`src/rtl/pwmdec_pkg.sv`:
```
package pwmdec_pkg;

    localparam int CIC_ORDER = 3;

    // events produced by the time base for one system cycle
    typedef struct packed {
        logic tick;     // modulator period ends, bit is integrated
        logic close;    // tick that completes a frame
        logic resync;   // sync pulse away from a frame close
    } frame_evt_t;

    // comb settling progress after reset or resync
    typedef enum logic [1:0] {
        SETTLE_0,
        SETTLE_1,
        SETTLE_2,
        SETTLE_DONE
    } settle_t;

    // accumulator width: three stages of log2(D) growth plus sign and full-scale headroom
    function automatic int acc_bits(input int log_d);
        return CIC_ORDER * log_d + 2;
    endfunction

endpackage

```
`src/rtl/pwmdec_cfg.sv`:
```
module pwmdec_cfg #(
    parameter int PER_W = 16,
    parameter int OS_W  = 2,
    parameter int LOG_D = 6
) (
    input  logic [PER_W-1:0] period_i,
    input  logic [OS_W-1:0]  os_i,
    output logic [PER_W-1:0] ratio_o,
    output logic             err_o
);
    logic [PER_W-1:0] rem_mask;
    int               shamt;

    always_comb begin
        shamt    = LOG_D + int'(os_i);
        ratio_o  = period_i >> shamt;
        rem_mask = (PER_W'(1) << shamt) - PER_W'(1);
        err_o    = ((period_i & rem_mask) != '0) || (ratio_o < PER_W'(2));
    end

endmodule

```
`src/rtl/pwmdec_timebase.sv`:
```
module pwmdec_timebase
    import pwmdec_pkg::*;
#(
    parameter int DECIM = 64,
    parameter int PER_W = 16,
    localparam int LOG_D = $clog2(DECIM)
) (
    input  logic             clk,
    input  logic             rst,
    input  logic             sync_i,
    input  logic [PER_W-1:0] ratio_i,
    input  logic             err_i,
    output logic             mod_clk_o,
    output frame_evt_t       evt_o
);
    localparam logic [LOG_D-1:0] FRM_LAST = LOG_D'(DECIM - 1);

    logic [PER_W-1:0] div_q, div_d;
    logic [LOG_D-1:0] frm_q, frm_d;
    logic             at_edge, full, mod_next;

    always_comb begin
        at_edge      = !err_i && (div_q == ratio_i - PER_W'(1));
        full         = at_edge && (frm_q == FRM_LAST);
        evt_o.resync = !err_i && sync_i && !full;
        evt_o.tick   = at_edge && !evt_o.resync;
        evt_o.close  = full;

        div_d = div_q + PER_W'(1);
        frm_d = frm_q;
        if (err_i || evt_o.resync) begin
            div_d = '0;
            frm_d = '0;
        end else if (evt_o.tick) begin
            div_d = '0;
            frm_d = frm_q + LOG_D'(1);
        end
        mod_next = !err_i && (div_d < (ratio_i >> 1));
    end

    always_ff @(posedge clk) begin
        if (rst) begin
            div_q     <= '0;
            frm_q     <= '0;
            mod_clk_o <= 1'b0;
        end else begin
            div_q     <= div_d;
            frm_q     <= frm_d;
            mod_clk_o <= mod_next;
        end
    end

    // a closed frame starts the next one from zero
    assert_close_restart_R6: assert property (@(posedge clk) disable iff (rst)
        evt_o.close |=> (frm_q == '0 && div_q == '0));

    // any sync pulse leaves the counters at the start of a period
    assert_sync_restart_R8: assert property (@(posedge clk) disable iff (rst)
        (sync_i && !err_i) |=> (frm_q == '0 && div_q == '0));

    // a bad configuration keeps the modulator clock parked low
    assert_cfg_park_R2: assert property (@(posedge clk) disable iff (rst)
        err_i |=> !mod_clk_o);

    // the modulator clock is high in the cycle after every tick
    assert_tick_rise_R3: assert property (@(posedge clk) disable iff (rst)
        evt_o.tick |=> mod_clk_o);

endmodule

```
`src/rtl/pwmdec_integ.sv`:
```
module pwmdec_integ
    import pwmdec_pkg::*;
#(
    parameter int ACC_W = 20
) (
    input  logic             clk,
    input  logic             rst,
    input  logic             en_i,
    input  logic             bit_i,
    output logic [ACC_W-1:0] sum_o
);
    logic [ACC_W-1:0] step;

    // bit 1 counts +1, bit 0 counts -1 (modular arithmetic)
    assign step = bit_i ? ACC_W'(1) : '1;

    for (genvar k = 0; k < CIC_ORDER; k++) begin : g_int
        logic [ACC_W-1:0] stg_in;
        logic [ACC_W-1:0] acc_q;
        logic [ACC_W-1:0] acc_d;

        if (k == 0) begin : g_head
            assign stg_in = step;
        end else begin : g_chain
            assign stg_in = g_int[k-1].acc_d;
        end

        assign acc_d = acc_q + stg_in;

        always_ff @(posedge clk) begin
            if (rst) begin
                acc_q <= '0;
            end else if (en_i) begin
                acc_q <= acc_d;
            end
        end
    end

    assign sum_o = g_int[CIC_ORDER-1].acc_d;

endmodule

```
`src/rtl/pwmdec_comb.sv`:
```
module pwmdec_comb
    import pwmdec_pkg::*;
#(
    parameter int LOG_D = 6,
    parameter int ACC_W = 20
) (
    input  logic             clk,
    input  logic             rst,
    input  logic             close_i,
    input  logic             resync_i,
    input  logic             err_i,
    input  logic [ACC_W-1:0] in_i,
    output logic [ACC_W-1:0] sample_o,
    output logic             valid_o
);
    localparam logic signed [ACC_W-1:0] FULL_SCALE = ACC_W'(1) << (CIC_ORDER * LOG_D);

    settle_t settle_q;

    for (genvar k = 0; k < CIC_ORDER; k++) begin : g_comb
        logic [ACC_W-1:0] stg_in;
        logic [ACC_W-1:0] dly_q;
        logic [ACC_W-1:0] dif;

        if (k == 0) begin : g_head
            assign stg_in = in_i;
        end else begin : g_chain
            assign stg_in = g_comb[k-1].dif;
        end

        assign dif = stg_in - dly_q;

        always_ff @(posedge clk) begin
            if (rst) begin
                dly_q <= '0;
            end else if (close_i) begin
                dly_q <= stg_in;
            end
        end
    end

    always_ff @(posedge clk) begin
        if (rst) begin
            sample_o <= '0;
            valid_o  <= 1'b0;
            settle_q <= SETTLE_0;
        end else begin
            valid_o <= 1'b0;
            if (resync_i || err_i) begin
                settle_q <= SETTLE_0;
            end else if (close_i) begin
                sample_o <= g_comb[CIC_ORDER-1].dif;
                valid_o  <= (settle_q == SETTLE_DONE);
                if (settle_q != SETTLE_DONE) begin
                    settle_q <= settle_t'(settle_q + 2'd1);
                end
            end
        end
    end

    // strobe is a single cycle wide
    assert_strobe_single_R10: assert property (@(posedge clk) disable iff (rst)
        valid_o |=> !valid_o);

    // a valid sample only follows a frame close from the time base
    assert_valid_from_close_R7: assert property (@(posedge clk) disable iff (rst)
        valid_o |-> $past(close_i));

    // valid samples stay within the filter's full scale
    assert_full_scale_R4: assert property (@(posedge clk) disable iff (rst)
        valid_o |-> ($signed(sample_o) <= FULL_SCALE && $signed(sample_o) >= -FULL_SCALE));

    // a resync never yields a sample in the following cycle
    assert_resync_blank_R8: assert property (@(posedge clk) disable iff (rst)
        resync_i |=> !valid_o);

endmodule

```
`src/rtl/pwm_sync_decimator.sv`:
```
module pwm_sync_decimator
    import pwmdec_pkg::*;
#(
    parameter int DECIM = 64,
    parameter int PER_W = 16,
    parameter int OS_W  = 2,
    localparam int LOG_D = $clog2(DECIM),
    localparam int ACC_W = acc_bits(LOG_D)
) (
    input  logic             clk,
    input  logic             rst,
    input  logic             mod_bit,
    input  logic             pwm_sync,
    input  logic [PER_W-1:0] pwm_period,
    input  logic [OS_W-1:0]  os_sel,
    output logic             mod_clk,
    output logic [ACC_W-1:0] sample,
    output logic             sample_valid,
    output logic             cfg_err
);
    logic [PER_W-1:0] ratio;
    frame_evt_t       evt;
    logic [ACC_W-1:0] integ_sum;

    pwmdec_cfg #(
        .PER_W (PER_W),
        .OS_W  (OS_W),
        .LOG_D (LOG_D)
    ) u_cfg (
        .period_i (pwm_period),
        .os_i     (os_sel),
        .ratio_o  (ratio),
        .err_o    (cfg_err)
    );

    pwmdec_timebase #(
        .DECIM (DECIM),
        .PER_W (PER_W)
    ) u_timebase (
        .clk       (clk),
        .rst       (rst),
        .sync_i    (pwm_sync),
        .ratio_i   (ratio),
        .err_i     (cfg_err),
        .mod_clk_o (mod_clk),
        .evt_o     (evt)
    );

    pwmdec_integ #(
        .ACC_W (ACC_W)
    ) u_integ (
        .clk   (clk),
        .rst   (rst),
        .en_i  (evt.tick),
        .bit_i (mod_bit),
        .sum_o (integ_sum)
    );

    pwmdec_comb #(
        .LOG_D (LOG_D),
        .ACC_W (ACC_W)
    ) u_comb (
        .clk      (clk),
        .rst      (rst),
        .close_i  (evt.close),
        .resync_i (evt.resync),
        .err_i    (cfg_err),
        .in_i     (integ_sum),
        .sample_o (sample),
        .valid_o  (sample_valid)
    );

endmodule

```
`config.mk`:
```
export PLATFORM = sky130hd
export DESIGN_NAME = pwm_sync_decimator
export DESIGN_NICKNAME = d
export VERILOG_FILES = /design/src/rtl/pwmdec_pkg.sv /design/src/rtl/pwmdec_cfg.sv /design/src/rtl/pwmdec_timebase.sv /design/src/rtl/pwmdec_integ.sv /design/src/rtl/pwmdec_comb.sv /design/src/rtl/pwm_sync_decimator.sv
export SDC_FILE = /design/constraint.sdc
export NUM_CORES = 1
export LEC_CHECK = 0
export ABC_AREA = 1
export BUFFER_PORTS_ARGS = -buffer_cell sky130_fd_sc_hd__clkbuf_2
export CAP_MARGIN = 20
export CORE_UTILIZATION = 64
export DETAILED_ROUTE_END_ITERATION = 7
export HOLD_SLACK_MARGIN = 0.02
export PLACE_DENSITY = 0.82
export SLEW_MARGIN = 20
export SYNTH_ARGS = -nofsm -noshare
export SYNTH_HDL_FRONTEND = slang
export SYNTH_HIERARCHICAL = 1
export SYNTH_SLANG_ARGS = --single-unit
```
`constraint.sdc`:
```
create_clock -name clk -period 9.8 [get_ports clk]
set_clock_uncertainty 0.15 [all_clocks]
set_input_delay 1.47 -clock clk [delete_from_list [all_inputs] [get_ports clk]]
set_output_delay 1.47 -clock clk [all_outputs]
set_load 0.02 [all_outputs]
```
* Word level (Yosys, flattened, before mapping)
Cells that the tools add are included.
** Word-level totals
- Output and inout port bits :: 23
- Register bits :: 166
- Word-level logic and storage cells :: 54
- Input port bits :: 22
** Cells by class
- $add $sub $neg :: 12
- Order comparisons :: 2
- Bitwise logic cells :: 3
- Reductions and logical operators :: 16
- Shift operators :: 2
- Eq/ne operators :: 4
- Multiplexer cells :: 3
** Operator list (count)
- 20-bit adder :: 3
- 20-bit subtractor :: 3
- 16-bit two-way mux :: 2
- 1-bit by 32-bit << shifter with 16-bit output (first input constant) :: 1
- 16-bit by 32-bit >> shifter with 16-bit output :: 1
- 20-bit two-way mux :: 1
- 16-bit by 1-bit adder with 16-bit output (second input constant) :: 1
- 16-bit bitwise AND :: 1
- 16-bit == test :: 1
- 16-bit by 15-bit less-than comparator with 1-bit output :: 1
- 16-bit by 2-bit less-than comparator with 1-bit output (second input constant) :: 1
- 16-bit nonzero test :: 1
- 16-bit by 1-bit subtractor with 16-bit output (second input constant) :: 1
- 16-bit by 2-bit subtractor with 16-bit output (second input constant) :: 1
- 6-bit by 1-bit adder with 6-bit output (second input constant) :: 1
- 6-bit == test (second input constant) :: 1
- 1-bit logical AND :: 6
- 3-bit by 2-bit adder with 4-bit output (first input constant) :: 1
- 2-bit AND reduction :: 2
- 1-bit zero test :: 3
- 3-bit OR reduction :: 1
- 2-bit by 1-bit adder with 2-bit output (second input constant) :: 1
- 2-bit == test (second input constant) :: 1
- 1-bit logical OR :: 2
- other kinds (3) :: 4

* Logic depth before layout (Yosys ltp)
- Word-level depth :: 17
- Depth in mapped cells :: 50
- Depth with buffers taken out :: 50

* Cells and area by module
The synthesis kept the hierarchy.
** By module, submodules not included
- pwmdec_comb :: seq. area each 1661.6 um^2, area each 6203.4 um^2, instances 1, cells each 917
- pwmdec_integ :: seq. area each 1201.2 um^2, area each 5336.4 um^2, instances 1, cells each 817
- pwmdec_timebase :: seq. area each 460.4 um^2, area each 2423.6 um^2, instances 1, cells each 393
- pwmdec_cfg :: seq. area each 0.0 um^2, area each 387.9 um^2, instances 1, cells each 87

* Least setup slack after synthesis
OpenSTA, ideal clock, no wires.
- Kind :: input to register
- Start :: input mod_bit
- End :: register u_comb.sample_o[19]
- Path slack :: 1.227 ns
- Data arrival time :: 8.314 ns
- Buffers on the path :: 0
- Required time :: 9.541 ns
- Stages :: 47
- Library setup time :: 0.109 ns
- Cell sequence :: inv_1 ha_1 a21oi_1 nand2_1 a21oi_1 inv_1 a21oi_1 xor2_1 ha_1 nand2_1 inv_1 a21boi_0 nand2_1 a21oi_2 inv_1 nand3b_1 nand2_1 xor2_1 (+11 left out) xor2_1 ha_1 inv_2 nor3_1 inv_1 nor3_1 nand4_1 nand3_1 xor2_1 ha_1 inv_1 nor3_1 nand4_1 o211ai_1 nand3b_1 nand3_1 nand2_1 inv_1
** Between the ends
- Word-level cells in the longest chain between the ends :: 7
** Ends and longest elaborated chain
- start: declaration :: line pwm_sync_decimator.sv:12 : input logic mod_bit,
- 20-bit two-way mux :: line pwmdec_integ.sv:15 : assign step = bit_i ? ACC_W'(1) : '1;
- 20-bit adder :: line pwmdec_integ.sv:28 : assign acc_d = acc_q + stg_in;
- net u_integ.g_int[0].acc_d[9] :: line pwmdec_integ.sv:20 : logic [ACC_W-1:0] acc_d;
- 20-bit adder :: line pwmdec_integ.sv:28
- net u_integ.g_int[1].acc_d[15] :: line pwmdec_integ.sv:20
- 20-bit adder :: line pwmdec_integ.sv:28
- net integ_sum[16] :: line pwm_sync_decimator.sv:23 : logic [ACC_W-1:0] integ_sum;
- 20-bit subtractor :: line pwmdec_comb.sv:31 : assign dif = stg_in - dly_q;
- net u_comb.g_comb[0].dif[17] :: line pwmdec_comb.sv:23 : logic [ACC_W-1:0] dif;
- 20-bit subtractor :: line pwmdec_comb.sv:31
- net u_comb.g_comb[1].dif[18] :: line pwmdec_comb.sv:23
- 20-bit subtractor :: line pwmdec_comb.sv:31
- end signal: assignment :: line pwmdec_comb.sv:52 : sample_o <= g_comb[CIC_ORDER-1].dif;
- end: declaration :: line pwmdec_comb.sv:13 : output logic [ACC_W-1:0] sample_o,
The timed path passes the listed nets, and every way through them passes these cells.
A chain may end at the register's enable or synchronous reset.

* Final worst setup path
Ends and elaborated chain as after synthesis.

==> flow_summary.ini <==
[sta]
fin_crit_ns = 9.106
tightest_slew_ns = 1.037
hold_violations = 0
fin_crit_sh_pct = 92.92
slew_viol_final = 0
rsz0062_at_grt = no
clock.fmax_ghz = 0.1098
finalSetupViolCount = 0
setup_tns_ns = 0
slew-limit-headroom_pct = 30.44

[power]
irDropWorstVdd_v = 0.0001186
total_power_mw = 1.889
switching_power_mw = 0.6047
p_int_mw = 1.285
leakagePower_nw = 7.985
p_sw_share_pct = 32.01
power_density_mw_per_mm2 = 121.5
seq_power_share_pct = 35.7
clkPwrFrac_pct = 38.4
combPwrFrac_pct = 26.0

[floorplanning]
row_count = 54
start_util_pct = 65.56
die_x_um = 151.7
fp.dieH_um = 151.7
io_pins = 45
core_area_mm2 = 0.02189
die_area_mm2 = 0.02303

[worst_setup_path]
worst-path-buf-inv = 7
crit_family = adder cells
crit_required_ns = 9.98
cp_common_cell = ha_1
crit_path_max_fanout = 6
end_kind = flip-flop
max_stage_delay_ns = 0.42
critical-path-slowest-cell = ha_1
critPathKind = in2reg
arrival_ns = 9.29
startpoint_type = input port

[synth]
syn_area_per_cell_um2 = 6.482
synth_seq_cells = 166
ys_types = 53
synth_edf_count = 0
yosys-top-cells-area = dfxtp_1 23%, ha_1 12%, nand2_1 11%
syn_inst = 2214
synth_top_cell_area_share_pct = 23.16
ys.flop_type = dfxtp_1
synth_area_mm2 = 0.01435
yosysTopAreaCell = dfxtp_1
synth_seq_area_share_pct = 23.16
synthArstFlopShare_pct = 0
ys.warnings.count = 6

[cts]
clock_path_buffers = 2
cts_root_buf = clkbuf_16
numCtsBuffers = 17
cts.sinks = 166
insertion_delay_ns = 0.43
cts_tree = yes
ctsHoldBuffers = 0
cts_max_level = 4
clkTransAtPathRegs_ns = 0.07

[place]
io_buffers = 44
dpl.hpwl_um = 27760
gp_congestion = 0.9777

[detailed_routing]
first_pass_iters = 6
vias = 13888
wl_um = 35870
drtAntennaViolNets = 0
vias_per_cell = 5.448
wl_per_cell_um = 14.07
drc_errors = 0
first_iter_violations = 841

[global_route]
grt.total_usage_pct = 31.93
globalRouteOverflowTotal = 0
grt_max_degree = 78
first_global_vias = 12749
grt_pass1_wl_um = 58860
antenna_found_initial = 0

[worst_hold_path]
hp-class = reg2reg

[run_status]
status = finished, final reports clean

[finish]
finish.net_count = 2419
drive_gt1_share_pct = 10.00
syn_to_final_growth_pct = 8.387
diodes = 0

[flow_run]
max_cap_violations = 0
-- worst paths after layout --
check	from	end	slack, ns	depth (start not counted)
setup / recovery	mod_bit	u_comb/sample_o[19]	0.69	46
hold / removal	u_comb/sample_o[10]	u_comb/sample_o[10]	0.32	2
setup reg to reg	u_integ/g_int[0].acc_q[7]	u_comb/sample_o[19]	1.85	44
hold reg to reg	u_comb/sample_o[10]	u_comb/sample_o[10]	0.32	2
-- power by group through the flow --
| stage | logic (mW) | clock network (mW) | registers [mW] |
|---|---|---|---|
| 2_1_floorplan | 0.362 | 0 | 0.690 |
| 3_3_place_gp | 0.473 | 0 | 0.690 |
| 3_5_place_dp | 0.479 | 0 | 0.690 |
| 4_1_cts | 0.481 | 0.734 | 0.674 |
| 5_1_grt | 0.549 | 0.766 | 0.674 |
| 6_report | 0.490 | 0.725 | 0.674 |
-- repair_timing --
action | 4_1_cts | 5_1_grt
buffers inserted | 0 | 1
resized for setup | 0 | 5
setup endpoints to repair | 0 | 1
-- per-layer routing --
layer	GRT usage, %	vias to the layer above	routed length, um
li1	-	7227	-
met1	40.42	6270	16560
met2	55.27	328	16910
met3	4.162	63	1544
met4	11.19	0	856
met5	0	-	0
-- worst register-to-register path, delay by kind of cell, from the launching register on --
kind | cells | cell delay [ns]
buf+inv | 5 | 0.32
fa+ha+maj | 6 | 2.05
simple gates | 17 | 1.99
xor+xnor | 5 | 0.94
flops | 1 | 0.32
compound gates | 11 | 2.08
-- per-stage QoR --
step | hold slack [ns] | worst slack, ns | utilization, % | cell area (um^2) | cells
after floorplan | 0.2873 | 1.227 | - | 14370 | 2219
after global placement | 0.2974 | 0.3052 | 68.04 | 14890 | 2515
after detailed placement | 0.3080 | 0.3234 | 68.04 | 14890 | 2515
after CTS | 0.3177 | 0.7248 | 70.89 | 15520 | 2547
after global routing | 0.3422 | 0.03040 | 71.06 | 15550 | 2549
final | 0.3190 | 0.6941 | 71.06 | 15550 | 2549
-- final cells by class --
class | instances | area [um^2]
timing repair inverter | 1 | 7.507
timing repair buffer | 76 | 462.9
clock inverter | 10 | 170.2
clock buffer | 22 | 454.2
inverter | 376 | 1415
fill | 1945 | 6336
tap | 280 | 350.3
multi-input combinational | 1618 | 9371
sequential | 166 | 3323
-- cells in the final DEF, fill, tap and decap left out, types with 43 or more instances in the layout --
| cell type | synthesis | final |
|---|---|---|
| nand2_1 | 411 | 411 |
| inv_1 | 355 | 353 |
| nor2_1 | 263 | 263 |
| a21oi_1 | 179 | 179 |
| dfxtp_1 | 166 | 166 |
| o21ai_0 | 146 | 146 |
| ha_1 | 135 | 135 |
| nand3_1 | 111 | 111 |
| xor2_1 | 81 | 81 |
| clkbuf_2 | 0 | 43 |
-- sequential cells by signal, summed over array words and instances (netlist names) --
name	cells
u_comb/g_comb.dly_q	60
u_integ/g_int.acc_q	60
u_comb/sample_o	20
u_timebase/div_q	16
u_timebase/frm_q	6
u_comb/settle_q	2
u_comb/valid_o	1
u_timebase/mod_clk_o	1
-- cell families after synthesis --
logic type	count (synthesis)	synth area share (%)
xor+xnor	109	6.652
compound gates	444	17.37
simple gates	918	28.40
other cells	1	0.02613
buf+inv	435	11.80
flops	166	23.16
fa+ha+maj	141	12.61
-- synthesized netlist by cell type, types with 7 or more instances --
cell      count
a21oi_1     179
a21oi_2      19
a31oi_1       7
buf_4         9
clkbuf_1     37
dfxtp_1     166
ha_1        135
inv_1       355
inv_2        18
nand2_1     411
nand2_2      22
nand3_1     111
nand3b_1     11
nand4_1      21
nor2_1      263
nor2_2       14
nor3_1       20
nor3_2       13
nor4_1        8
o211ai_1     12
o21a_1        8
o21ai_0     146
o21ai_1      28
o21ai_2      11
o21bai_1     11
xnor2_1      28
xor2_1       81
(Power assumes the default switching activity.)
